### src/rtl/ucr_pkg.sv
package ucr_pkg;

    localparam int BYTE_W = 8;

    // register offsets inside the 64-byte window
    localparam logic [5:0] OFS_MODE  = 6'h00;
    localparam logic [5:0] OFS_STAT  = 6'h04;
    localparam logic [5:0] OFS_CMD   = 6'h08;
    localparam logic [5:0] OFS_DATA  = 6'h0C;
    localparam logic [5:0] OFS_AUX   = 6'h10;
    localparam logic [5:0] OFS_INT   = 6'h14;
    localparam logic [5:0] OFS_DIVH  = 6'h18;
    localparam logic [5:0] OFS_DIVL  = 6'h1C;

    // status byte bit positions
    localparam int ST_RXNE  = 0;
    localparam int ST_RXFUL = 1;
    localparam int ST_TXRDY = 2;
    localparam int ST_TXEMP = 3;

    // interrupt status bit positions
    localparam int IS_TX  = 0;
    localparam int IS_RX  = 1;
    localparam int IS_BRK = 2;

    // mode byte 1 bit choosing the receive interrupt source
    localparam int MODE_RXSRC = 6;

    typedef enum logic [2:0] {
        MISC_NOP     = 3'd0,
        MISC_PTR_RST = 3'd1,
        MISC_RX_RST  = 3'd2,
        MISC_TX_RST  = 3'd3,
        MISC_ERR_RST = 3'd4,
        MISC_BRK_CLR = 3'd5,
        MISC_BRK_ON  = 3'd6,
        MISC_BRK_OFF = 3'd7
    } misc_e;

    typedef enum logic [1:0] {
        DIR_KEEP = 2'd0,
        DIR_ON   = 2'd1,
        DIR_OFF  = 2'd2,
        DIR_RSVD = 2'd3
    } dir_e;

    typedef struct packed {
        logic ptr_rst;
        logic rx_rst;
        logic tx_rst;
        logic brk_clr;
        dir_e tx_op;
        dir_e rx_op;
    } cmd_t;

    function automatic cmd_t decode_cmd(input logic [BYTE_W-1:0] b);
        cmd_t  c;
        misc_e m;
        m         = misc_e'(b[6:4]);
        c.ptr_rst = (m == MISC_PTR_RST);
        c.rx_rst  = (m == MISC_RX_RST);
        c.tx_rst  = (m == MISC_TX_RST);
        c.brk_clr = (m == MISC_BRK_CLR);
        c.tx_op   = dir_e'(b[3:2]);
        c.rx_op   = dir_e'(b[1:0]);
        return c;
    endfunction

    // new enable after a direction field; reserved and keep hold the value
    function automatic logic dir_apply(input logic cur, input dir_e op);
        case (op)
            DIR_ON:  return 1'b1;
            DIR_OFF: return 1'b0;
            default: return cur;
        endcase
    endfunction

endpackage

### src/rtl/ucr_cmd_decode.sv
module ucr_cmd_decode
    import ucr_pkg::*;
(
    input  logic              cmd_wr,
    input  logic [BYTE_W-1:0] cmd_byte,
    output cmd_t              act
);
    always_comb begin
        if (cmd_wr) begin
            act = decode_cmd(cmd_byte);
        end else begin
            act = '{ptr_rst: 1'b0, rx_rst: 1'b0, tx_rst: 1'b0,
                    brk_clr: 1'b0, tx_op: DIR_KEEP, rx_op: DIR_KEEP};
        end
    end
endmodule

### src/rtl/ucr_mode_regs.sv
module ucr_mode_regs
    import ucr_pkg::*;
#(
    parameter int NUM_MODE = 2
) (
    input  logic              clk,
    input  logic              rst,
    input  logic              wr_en,
    input  logic [BYTE_W-1:0] wdata,
    input  logic              ptr_rst,
    output logic [BYTE_W-1:0] mode_first,
    output logic [BYTE_W-1:0] mode_sel
);
    localparam int PTR_W = (NUM_MODE > 1) ? $clog2(NUM_MODE) : 1;
    localparam logic [PTR_W-1:0] PTR_LAST = PTR_W'(NUM_MODE - 1);

    logic [BYTE_W-1:0] mode_q [NUM_MODE];
    logic [PTR_W-1:0]  ptr_q;

    for (genvar i = 0; i < NUM_MODE; i++) begin : g_mode
        always_ff @(posedge clk) begin
            if (rst) begin
                mode_q[i] <= '0;
            end else if (wr_en && ptr_q == PTR_W'(i)) begin
                mode_q[i] <= wdata;
            end
        end
    end

    always_ff @(posedge clk) begin
        if (rst || ptr_rst) begin
            ptr_q <= '0;
        end else if (wr_en && ptr_q != PTR_LAST) begin
            ptr_q <= ptr_q + 1'b1;
        end
    end

    assign mode_first = mode_q[0];
    assign mode_sel   = mode_q[ptr_q];


    ptr_moves_chk: assert property (@(posedge clk) disable iff (rst)
        (wr_en && ptr_q == '0) |=> (ptr_q != '0));
endmodule

### src/rtl/ucr_tx_path.sv
module ucr_tx_path
    import ucr_pkg::*;
(
    input  logic              clk,
    input  logic              rst,
    input  logic              thr_wr,
    input  logic [BYTE_W-1:0] wdata,
    input  logic              tx_rst,
    input  dir_e              tx_op,
    output logic              tx_en,
    output logic              tx_empty,
    output logic              tx_ready,
    output logic              tx_valid,
    output logic [BYTE_W-1:0] tx_data
);
    logic [BYTE_W-1:0] hold_q, hold_n;
    logic              en_n, emp_n, rdy_n, send, refresh;

    always_comb begin
        en_n    = tx_rst ? 1'b0 : tx_en;
        emp_n   = tx_rst ? 1'b1 : tx_empty;
        rdy_n   = tx_rst ? 1'b0 : tx_ready;
        hold_n  = hold_q;
        refresh = 1'b0;
        send    = 1'b0;
        if (thr_wr) begin
            emp_n   = 1'b0;
            hold_n  = wdata;
            refresh = 1'b1;
        end
        if (tx_op == DIR_ON || tx_op == DIR_OFF) begin
            en_n    = dir_apply(en_n, tx_op);
            refresh = 1'b1;
        end
        if (refresh) begin
            if (en_n && !emp_n) begin
                send  = 1'b1;
                emp_n = 1'b1;
            end
            rdy_n = en_n;
        end
    end

    always_ff @(posedge clk) begin
        if (rst) begin
            tx_en    <= 1'b0;
            tx_empty <= 1'b1;
            tx_ready <= 1'b0;
            hold_q   <= '0;
            tx_valid <= 1'b0;
            tx_data  <= '0;
        end else begin
            tx_en    <= en_n;
            tx_empty <= emp_n;
            tx_ready <= rdy_n;
            hold_q   <= hold_n;
            tx_valid <= send;
            if (send) begin
                tx_data <= hold_n;
            end
        end
    end


    held_no_send_chk: assert property (@(posedge clk) disable iff (rst)
        (thr_wr && !tx_en) |=> (!tx_empty && !tx_valid));

    tx_reset_chk: assert property (@(posedge clk) disable iff (rst)
        (tx_rst && tx_op != DIR_ON) |=> (tx_empty && !tx_ready && !tx_en));
endmodule

### src/rtl/ucr_irq_ctrl.sv
module ucr_irq_ctrl
    import ucr_pkg::*;
(
    input  logic              clk,
    input  logic              rst,
    input  logic              mask_wr,
    input  logic [BYTE_W-1:0] wdata,
    input  logic              brk_evt,
    input  logic              brk_clr,
    input  logic              tx_ready,
    input  logic              q_nonempty,
    input  logic              q_full,
    input  logic              rx_on_full,
    output logic [BYTE_W-1:0] int_stat,
    output logic              irq
);
    logic [BYTE_W-1:0] mask_q;
    logic              brk_q;
    logic              rx_src;

    always_ff @(posedge clk) begin
        if (rst) begin
            mask_q <= '0;
            brk_q  <= 1'b0;
        end else begin
            if (mask_wr) begin
                mask_q <= wdata;
            end
            if (brk_evt) begin
                brk_q <= 1'b1;
            end else if (brk_clr) begin
                brk_q <= 1'b0;
            end
        end
    end

    assign rx_src = rx_on_full ? q_full : q_nonempty;

    always_comb begin
        int_stat         = '0;
        int_stat[IS_TX]  = tx_ready;
        int_stat[IS_RX]  = rx_src;
        int_stat[IS_BRK] = brk_q;
    end

    assign irq = |(int_stat & mask_q);


    brk_wins_chk: assert property (@(posedge clk) disable iff (rst)
        brk_evt |=> int_stat[IS_BRK]);

    brk_irq_chk: assert property (@(posedge clk) disable iff (rst)
        (brk_evt && mask_q[IS_BRK] && !mask_wr) |=> irq);
endmodule

### src/rtl/ucr_regif.sv
module ucr_regif
    import ucr_pkg::*;
#(
    parameter int          ADDR_W = 6,
    parameter logic [7:0]  DIV_HI = 8'h00,
    parameter logic [7:0]  DIV_LO = 8'h00
) (
    input  logic              clk,
    input  logic              rst,
    input  logic [ADDR_W-1:0] bus_addr,
    input  logic              bus_wr,
    input  logic              bus_rd,
    input  logic [7:0]        bus_wdata,
    output logic [7:0]        bus_rdata,
    output logic              tx_valid,
    output logic [7:0]        tx_data,
    input  logic              rxq_nonempty,
    input  logic              rxq_full,
    input  logic [7:0]        rxq_head,
    output logic              rxq_pop,
    output logic              rxq_flush,
    output logic              rx_enable,
    input  logic              break_evt,
    output logic              irq
);
    function automatic logic at(input logic [ADDR_W-1:0] a, input logic [5:0] ofs);
        return a == ADDR_W'(ofs);
    endfunction

    logic        mode_wr, cmd_wr, thr_wr, mask_wr, data_rd;
    cmd_t        act;
    logic [7:0]  mode_first, mode_sel, int_stat, status;
    logic        tx_en, tx_empty, tx_ready;
    logic        rx_en_q;

    assign mode_wr = bus_wr && at(bus_addr, OFS_MODE);
    assign cmd_wr  = bus_wr && at(bus_addr, OFS_CMD);
    assign thr_wr  = bus_wr && at(bus_addr, OFS_DATA);
    assign mask_wr = bus_wr && at(bus_addr, OFS_INT);
    assign data_rd = bus_rd && at(bus_addr, OFS_DATA);

    ucr_cmd_decode u_dec (
        .cmd_wr   (cmd_wr),
        .cmd_byte (bus_wdata),
        .act      (act)
    );

    ucr_mode_regs #(.NUM_MODE(2)) u_mode (
        .clk        (clk),
        .rst        (rst),
        .wr_en      (mode_wr),
        .wdata      (bus_wdata),
        .ptr_rst    (act.ptr_rst),
        .mode_first (mode_first),
        .mode_sel   (mode_sel)
    );

    ucr_tx_path u_tx (
        .clk      (clk),
        .rst      (rst),
        .thr_wr   (thr_wr),
        .wdata    (bus_wdata),
        .tx_rst   (act.tx_rst),
        .tx_op    (act.tx_op),
        .tx_en    (tx_en),
        .tx_empty (tx_empty),
        .tx_ready (tx_ready),
        .tx_valid (tx_valid),
        .tx_data  (tx_data)
    );

    ucr_irq_ctrl u_irq (
        .clk        (clk),
        .rst        (rst),
        .mask_wr    (mask_wr),
        .wdata      (bus_wdata),
        .brk_evt    (break_evt),
        .brk_clr    (act.brk_clr),
        .tx_ready   (tx_ready),
        .q_nonempty (rxq_nonempty),
        .q_full     (rxq_full),
        .rx_on_full (mode_first[MODE_RXSRC]),
        .int_stat   (int_stat),
        .irq        (irq)
    );

    // receiver enable: reset action first, then the direction field
    always_ff @(posedge clk) begin
        if (rst) begin
            rx_en_q <= 1'b0;
        end else begin
            rx_en_q <= dir_apply(act.rx_rst ? 1'b0 : rx_en_q, act.rx_op);
        end
    end

    assign rx_enable = rx_en_q;
    assign rxq_flush = act.rx_rst;
    assign rxq_pop   = data_rd && rxq_nonempty;

    always_comb begin
        status           = '0;
        status[ST_RXNE]  = rxq_nonempty;
        status[ST_RXFUL] = rxq_full;
        status[ST_TXRDY] = tx_ready;
        status[ST_TXEMP] = tx_empty;
    end

    always_comb begin
        bus_rdata = '0;
        if (bus_rd) begin
            if (at(bus_addr, OFS_MODE))      bus_rdata = mode_sel;
            else if (at(bus_addr, OFS_STAT)) bus_rdata = status;
            else if (at(bus_addr, OFS_DATA)) bus_rdata = rxq_nonempty ? rxq_head : 8'h00;
            else if (at(bus_addr, OFS_INT))  bus_rdata = int_stat;
            else if (at(bus_addr, OFS_DIVH)) bus_rdata = DIV_HI;
            else if (at(bus_addr, OFS_DIVL)) bus_rdata = DIV_LO;
            else if (at(bus_addr, OFS_AUX))  bus_rdata = 8'h00;
        end
    end


    tx_source_chk: assert property (@(posedge clk) disable iff (rst)
        tx_valid |-> $past(bus_wr));

    rx_reset_chk: assert property (@(posedge clk) disable iff (rst)
        (rxq_flush && bus_wdata[1:0] != 2'd1) |=> !rx_enable);

    empty_read_chk: assert property (@(posedge clk) disable iff (rst)
        (data_rd && !rxq_nonempty) |-> (bus_rdata == 8'h00 && !rxq_pop));
endmodule

### config.mk
export PLATFORM = sky130hd
export DESIGN_NAME = ucr_regif
export DESIGN_NICKNAME = d
export VERILOG_FILES = /design/src/rtl/ucr_pkg.sv /design/src/rtl/ucr_cmd_decode.sv /design/src/rtl/ucr_mode_regs.sv /design/src/rtl/ucr_tx_path.sv /design/src/rtl/ucr_irq_ctrl.sv /design/src/rtl/ucr_regif.sv
export SDC_FILE = /design/constraint.sdc
export NUM_CORES = 1
export LEC_CHECK = 0
export ABC_CLOCK_PERIOD_IN_PS = 2400
export BUFFER_PORTS_ARGS = -buffer_cell sky130_fd_sc_hd__buf_2
export CORE_MARGIN = 4
export CORE_UTILIZATION = 42
export DETAILED_ROUTE_END_ITERATION = 8
export PLACE_DENSITY = 0.66
export SLEW_MARGIN = 20
export SYNTH_ARGS = -nofsm -noshare
export SYNTH_HDL_FRONTEND = slang
export SYNTH_HIERARCHICAL = 1
export SYNTH_SLANG_ARGS = --single-unit
### constraint.sdc
create_clock -name clk -period 2.4 [get_ports clk]
set_input_delay 0.12 -clock clk [delete_from_list [all_inputs] [get_ports clk]]
set_output_delay 0.12 -clock clk [all_outputs]
set_load 0.01 [all_outputs]
==> summary.txt, run 1 <==
Critical path
  • CP Launch Type: input port
  • Crit-path max FO: 8
  • CP max stage delay: 0.57 ns
  • Crit path capture type: flop
  • Crit Path Class: input port to flop
  • Worst Setup EP: u_tx/tx_data[6]
  • Worst r2r dst: u_tx/tx_data[6]
  • CP cell instances: buf_2 -> nor4_4 -> nand2_1 -> nor2_4 -> and2_2 -> inv_1 -> ha_1 -> or4b_4 -> o211ai_4 -> mux2_2
  • Worst R2R Path Depth: 3
  • RR Startpoint: u_tx/tx_empty
  • Slowest CP cell: or4b_4
  • Worst Path Required: 2.59 ns
  • Worst Path Arrival: 2.42 ns
  • Worst R2R Setup Slack: approximately 0.90 ns
  • CP Launch Point: bus_addr[1]

Yosys
  • Post-synth cell types: 42
  • Largest area contributor in the netlist: dfxtp_1
  • Number of flops mapped to enable cells by yosys: 16
  • Top cell type's share of synthesized area: 23.33%
  • Asr flop ratio synth: 0%
  • Synth Register Bits: 43
  • Seq/Total Area, Yosys: roughly 44%
  • Cells after synthesis: 230
  • Main synth FF type: dfxtp_1
  • Synth cell count leaders: nor2_1 (36), dfxtp_1 (27), edfxtp_1 (16), nand2b_1 (16), nor2b_1 (13)
  • Area of the mapped netlist: 2317 µm²
  • Top post-synthesis cells by area: dfxtp_1 (23%), edfxtp_1 (21%), mux2_4 (5.8%)
  • Syn Area/Cell: about 10 µm²
  • Most numerous cell in the Yosys netlist: nor2_1
  • Ys Warns: 6

Timing
  • Final Cycle Share: 92.96%
  • Tmin final: 2.231 ns
  • Setup WS post-layout: 0.1689 ns
  • Slew Limit Fails: 0
  • Worst hold slack: 0.06645 ns
  • Tightest Pin Transition: 0.5600 ns
  • FMAX: around 0.45 GHz
  • Final Skew: 0.007003 ns
  • Final setup fails: 0
  • Max-slew headroom: 62.66%
  • RSZ-0062 raised after global routing: false
  • Fin. Hold Viols: 0

Clock tree
  • Clock tree sinks: 43
  • CTS Buf Count: 5
  • # hold bufs at CTS: 0
  • Max Root-Sink Buffers: 2
  • CTS tree: yes
  • CTS clk-pin slew, worst paths: 0.08 ns
  • Clk root buf: clkbuf_8
  • Htree depth: 2
  • Post-CTS Resized: 0
  • Skew-Pair Late Insertion Delay: 0.29 ns
  • Setup bufs post-CTS: 0

Floorplanning
  • Core Footprint: roughly 5200 µm²
  • Die area: 6769 µm²
  • Row cnt: 26
  • I/O pins: 50
  • Initial Util: 44.24%
  • Horiz. Die Dim: 82.28 µm
  • Die Span Y: just over 80 µm

Global route
  • Initial antenna violation count: 0
  • Tot GR Track Use: 15.27%
  • Vias in the first global route: about 1.7k
  • GRT Residual Overflow: 0
  • Largest net degree at the start of global routing: 38
  • First-pass GRT wire length: around 7900 µm

Final layout
  • Area delta synth->final: 19.11%
  • Area of the multi-input gates: 1202 µm²
  • Antenna diodes: 0
  • Sequential cell area: 1021 µm²
  • Non-filler instance count after layout: 357
  • Nets: 317
  • Share of layout cells above drive strength 1: 35.54%
  • FILL cells: 491

Pwr
  • Lkg Pwr: 1.137 nW
  • Max VDD drop: 0.3544 mV
  • PwrDens: between 400 and 500 nW/µm²

Placed design
  • I/O Buffers: 49
  • Placed insts: 349
  • RePlAce Congestion: 0.8303
  • Setup WS pre-CTS: -0.1828 ns
  • Detailed placement HPWL: 3776 µm

Run
  • Max-cap viol count: 0

Outcome
  • Status: complete, no violations

Worst hold path
  • Hold Path Class: input port to flop

Drt
  • Drt drc: 0
  • Vias per cell: between 4 and 5
  • DRT Pass-1 Iters: 4
  • DR iter-0 viols: 69
  • Routed via count: roughly 1.8k
  • ANT nets after route: 0
  • Routed length per instance: 13.72 µm
  • Final WL: 4899 µm
-- registers in the layout (all words and copies together) (netlist names), named ones only --
register and count:
u_mode/mode_q 16, rx_enable 1, u_mode/ptr_q 1, u_irq/mask_q 3, u_tx/tx_ready 1, u_irq/brk_q 1
u_tx/tx_data 8, u_tx/hold_q 8, u_tx/tx_empty 1, u_tx/tx_valid 1, u_tx/tx_en 1
-- layout by cell type (no fill, tap or decap), types with 4 or more instances in the layout --
master and instances:
clkbuf_8 5, mux2_2 9, nor2_1 35, mux2i_1 11
edfxtp_1 16, buf_4 14, nand2b_1 16, nor2b_1 13
mux2_4 9, and2_2 4, buf_2 49, conb_1 5
dfxtp_1 27, nand3_1 6, a22oi_1 7, inv_1 4
o21ai_1 7, a21oi_1 5, nand2_1 6
-- layer usage --
| layer | vias to the layer above | part of all wire (%) | global-route usage (%) |
|---|---|---|---|
| li1 | 900 | - | - |
| met1 | 803 | 46 | 18.92 |
| met2 | 55 | 45 | 25.48 |
| met3 | 11 | 6.4 | 3.579 |
| met4 | 0 | 2.3 | 6.146 |
| met5 | - | 0 | 0 |
-- layout make-up --
| cell class | count | area share (%) |
|---|---|---|
| clock buffers | 6 | 2.629 |
| inverters | 4 | 0.5440 |
| flip-flops and latches | 43 | 36.99 |
| clock inverters | 2 | 0.4080 |
| multi-input cells | 169 | 43.56 |
| repair buffers | 63 | 12.69 |
| well taps | 70 | 3.173 |
-- worst min path at each step --
stage	from	to	slack, ns	cells after the start
after floorplan	rst	u_irq/brk_q	0.19	1
after global placement	break_evt	u_irq/brk_q	0.37	3
after detailed placement	break_evt	u_irq/brk_q	0.39	3
after CTS	break_evt	u_irq/brk_q	0.06	3
after global routing	break_evt	u_irq/brk_q	0.10	3
final	break_evt	u_irq/brk_q	0.07	3
-- metrics by stage --
step | TNS [ns] | instance area, µm² | util, % | total power [mW]
3_5_place_dp | -1.377 | 2671 | 51.00 | 0.9145
2_1_floorplan | 0 | 2344 | - | 0.8609
5_1_grt | 0 | 2760 | 52.70 | 1.387
4_1_cts | 0 | 2755 | 52.60 | 1.354
6_report | 0 | 2760 | 52.70 | 1.341
3_3_place_gp | -1.007 | 2671 | 51.00 | 0.9126
-- worst max-delay path: cells and delay by family --
kind	cells	cell delay, ns
AOI/OAI and AO/OA	1	0.18
adders and majority gates	1	0.32
buffers and inverters	2	0.17
muxes	1	0.38
and+or+nand+nor	5	1.25
-- power by group --
part           internal, mW  switching [mW]  total (mW)
sequential            0.768         0.00565       0.774
combinational        0.0566          0.0666       0.123
clock                 0.204           0.240       0.444
total                  1.03           0.312        1.34
-- kinds of logic after synthesis --
logic type | share of synthesized area (%)
mux | 14.96
compound gates | 8.207
flops | 44.06
other cells | 0.1618
fa+ha+maj | 1.512
simple gates | 25.70
buf+inv | 5.400
Power figures use the tool's default switching activity.
==> run 2, diff against run 1 <==
--- a/config.mk
+++ b/config.mk
@@ -5,12 +5,13 @@
 export SDC_FILE = /design/constraint.sdc
 export NUM_CORES = 1
 export LEC_CHECK = 0
+export ABC_AREA = 1
 export ABC_CLOCK_PERIOD_IN_PS = 2400
 export BUFFER_PORTS_ARGS = -buffer_cell sky130_fd_sc_hd__buf_2
 export CORE_MARGIN = 4
 export CORE_UTILIZATION = 42
 export DETAILED_ROUTE_END_ITERATION = 8
-export PLACE_DENSITY = 0.66
+export PLACE_DENSITY = 0.65
 export SLEW_MARGIN = 20
 export SYNTH_ARGS = -nofsm -noshare
 export SYNTH_HDL_FRONTEND = slang
==> constraint.sdc (replaced) <==
create_clock -name clk -period 2.4 [get_ports clk]
set_input_delay 0.12 -clock clk [delete_from_list [all_inputs] [get_ports clk]]
set_output_delay 0.12 -clock clk [all_outputs]
set_load 0.05 [all_outputs]
==> run 2 against run 1 <==
Net effect:
- largest cell class unchanged
- non-clock buffer count shrank 9
- combinational power is essentially flat
- clock power grew 23%
- via count grew 28%
- register-to-register slack gained 0.34 ns
- core utilization shrank 2.6 points
==> summary.txt, run 2 <==
Timing
  • Final Cycle Share: 80.13%
  • Final Skew: 0.003964 ns
  • Final setup fails: 0
  • FMAX: 0.5200 GHz
  • Fin Setup TNS: 0 ns
  • Fin. Hold Viols: 0
  • Tmin final: 1.923 ns
  • Slew Limit Fails: 0
  • RSZ-0062 raised after global routing: false

Final layout
  • Reg with most FFs: u_mode/mode_q
  • Final core utilization: 50.06%
  • Share of layout cells above drive strength 1: 19.01%
  • FILL cells: 614
  • Antenna diodes: 0
  • Most frequent cells in the layout: nand2_1 (103), inv_1 (78), nor2_1 (54), buf_2 (49), dfxtp_1 (27)
  • Most common cell after layout, fill and taps aside: nand2_1
  • Non-filler instance count after layout: 501
  • Max FFs per register: 16
  • Largest registers: u_mode/mode_q: 16 flops, u_tx/hold_q: 8 flops, u_tx/tx_data: 8 flops
  • Nets: 456
  • Area delta synth->final: 15.84%

Critical path
  • RR Startpoint: u_mode/ptr_q
  • Worst R2R Path Depth: 3
  • CP max stage delay: ~0.34 ns
  • Crit Path Class: input port to flop
  • Worst R2R Setup Slack: approximately 1.2 ns
  • Crit-path max FO: 10
  • Most frequent CP cell: inv_1
  • CP cell instances: buf_2 -> nor2_4 -> nand2_4 -> nor4_1 -> buf_4 -> nand2_1 -> inv_1 -> inv_1 -> ha_1 -> inv_1 -> nor2_4 -> nor2_8 -> nand3_4 -> nand2_1 -> inv_1 -> nor2_1
  • Worst Path Arrival: 2.16 ns
  • Critical path's top delay family: simple AND/OR/NAND/NOR gates
  • Slowest CP cell: ha_1
  • Worst Path Required: 2.63 ns
  • CP Launch Type: input port
  • Bufs and invs on worst path: 6
  • Worst r2r dst: u_mode/mode_q[1][3]
  • Crit path capture type: flop

Pwr
  • PwrDens: 485.8 nW/µm²
  • Lkg Pwr: 1.496 nW
  • Max VDD drop: 0.2929 mV

Worst hold path
  • Hold path endpoint: u_irq/brk_q
  • WHS Path Cells: 3
  • Critical hold path startpoint: break_evt
  • Hold Path Class: input port to flop

Clock tree
  • Clk root buf: clkbuf_8
  • Skew-Pair Late Insertion Delay: 0.29 ns
  • CTS tree: yes
  • Htree depth: 2
  • Clock tree sinks: 43
  • # hold bufs at CTS: 0
  • CTS Buf Count: 5
  • Setup bufs post-CTS: 0
  • Post-CTS Resized: 0
  • CTS clk-pin slew, worst paths: about 0.08 ns
  • Max Root-Sink Buffers: 2

Floorplanning
  • I/O pins: 50
  • Die Span Y: 86.05 µm
  • Core Footprint: about 5900 µm²
  • Die area: 7405 µm²
  • Initial Util: between 40% and 50%
  • Horiz. Die Dim: between 80 and 90 µm
  • Row cnt: 28

Drt
  • Final WL: 5616 µm
  • Drt drc: 0
  • DR iter-0 viols: a little over 100
  • Routed via count: ~2.3k
  • ANT nets after route: 0
  • Vias per cell: roughly 4.5
  • DRT Pass-1 Iters: 4
  • Routed length per instance: 11.21 µm

Yosys
  • Largest area contributor in the netlist: dfxtp_1
  • Main synth FF type: dfxtp_1
  • Area of the mapped netlist: approximately 2600 µm²
  • Number of flops mapped to enable cells by yosys: 16
  • Top cell type's share of synthesized area: 21.12%
  • Top post-synthesis cells by area: dfxtp_1 (21%), edfxtp_1 (19%), nand2_1 (15%)
  • Seq/Total Area, Yosys: 39.90%
  • Synth Register Bits: 43
  • Ys Warns: 6
  • Synth cell count leaders: nand2_1 (103), inv_1 (78), nor2_1 (54)
  • Syn Area/Cell: 6.860 µm²
  • Asr flop ratio synth: 0%
  • Cells after synthesis: 373
  • Post-synth cell types: 30
  • Most numerous cell in the Yosys netlist: nand2_1

Placed design
  • I/O Buffers: between 40 and 50
  • Placed insts: between 400 and 500
  • Detailed placement HPWL: 4361 µm
  • RePlAce Congestion: slightly above 0.9

Global route
  • Largest net degree at the start of global routing: 19
  • GRT Residual Overflow: 0
  • Initial antenna violation count: 0
  • Vias in the first global route: 2230
  • First-pass GRT wire length: 9839 µm
  • Tot GR Track Use: 16.28%

Run
  • Max-cap viol count: 0

Outcome
  • Status: complete, no violations
==> run 2: layout make-up <==
cell class	instances	area, µm²	share of cell area, %
timing repair buffer	54	282.8	9.540
multi-input combinational	238	1145	38.62
tap	75	93.84	3.166
clock inverter	3	38.79	1.309
sequential	43	1021	34.44
clock buffer	5	68.82	2.322
inverter	83	314.1	10.60
==> run 2: worst max path at each step <==
stage                 from               to  slack (ns)  depth (start not counted)
6_report       bus_addr[5]  u_tx/tx_data[2]        0.48                         16
5_1_grt        bus_addr[5]  u_tx/tx_data[7]        0.18                         16
3_3_place_gp   bus_addr[1]  u_tx/tx_data[2]        0.23                         16
2_1_floorplan  bus_addr[1]        rx_enable        0.21                          8
3_5_place_dp   bus_addr[5]  u_tx/tx_data[5]        0.19                         16
4_1_cts        bus_addr[5]  u_tx/tx_data[7]        0.48                         16
==> run 2: power by group <==
| group | switching, mW | internal, mW | total [mW] |
|---|---|---|---|
| sequential | 0.00436 | 0.765 | 0.769 |
| clock | 0.240 | 0.305 | 0.545 |
| combinational | 0.0856 | 0.0401 | 0.126 |
| total | 0.330 | 1.11 | 1.44 |
==> run 2: stage by stage <==
| step | total power, mW | hold slack (ns) | worst slack (ns) | cell area [µm²] |
|---|---|---|---|---|
| 2_1_floorplan | 0.8651 | 0.1891 | 0.2071 | 2574 |
| 5_1_grt | 1.503 | 0.03701 | 0.1809 | 2964 |
| 6_report | 1.440 | 0.03037 | 0.4768 | 2964 |
| 4_1_cts | 1.455 | 0.02454 | 0.4844 | 2964 |
| 3_3_place_gp | 0.9105 | 0.3295 | 0.2276 | 2856 |
| 3_5_place_dp | 0.9122 | 0.3319 | 0.1868 | 2856 |
==> run 2: worst min-delay path, stage by stage <==
cell     delay [ns]
buf_2          0.07
a21oi_1        0.03
nor2_1         0.06
==> run 2: per-layer routing <==
layer / GRT usage (%) / part of all wire [%]
met1: 21.48 / 47
met2: 27.40 / 46
met3: 3.074 / 6.1
met4: 4.029 / 1.1
met5: 0 / 0
==> run 2: logic make-up (layout without fill, tap and decap cells) <==
family | Yosys count | after routing | synth area share [%]
AND/OR/NAND/NOR | 201 | 201 | 36.28
AO/OA/AOI/OAI | 30 | 30 | 6.748
buffers and inverters | 96 | 145 | 15.94
adder cells (fa/ha/maj) | 2 | 2 | 0.9778
flip-flops | 43 | 43 | 39.90
other | 1 | 5 | 0.1466
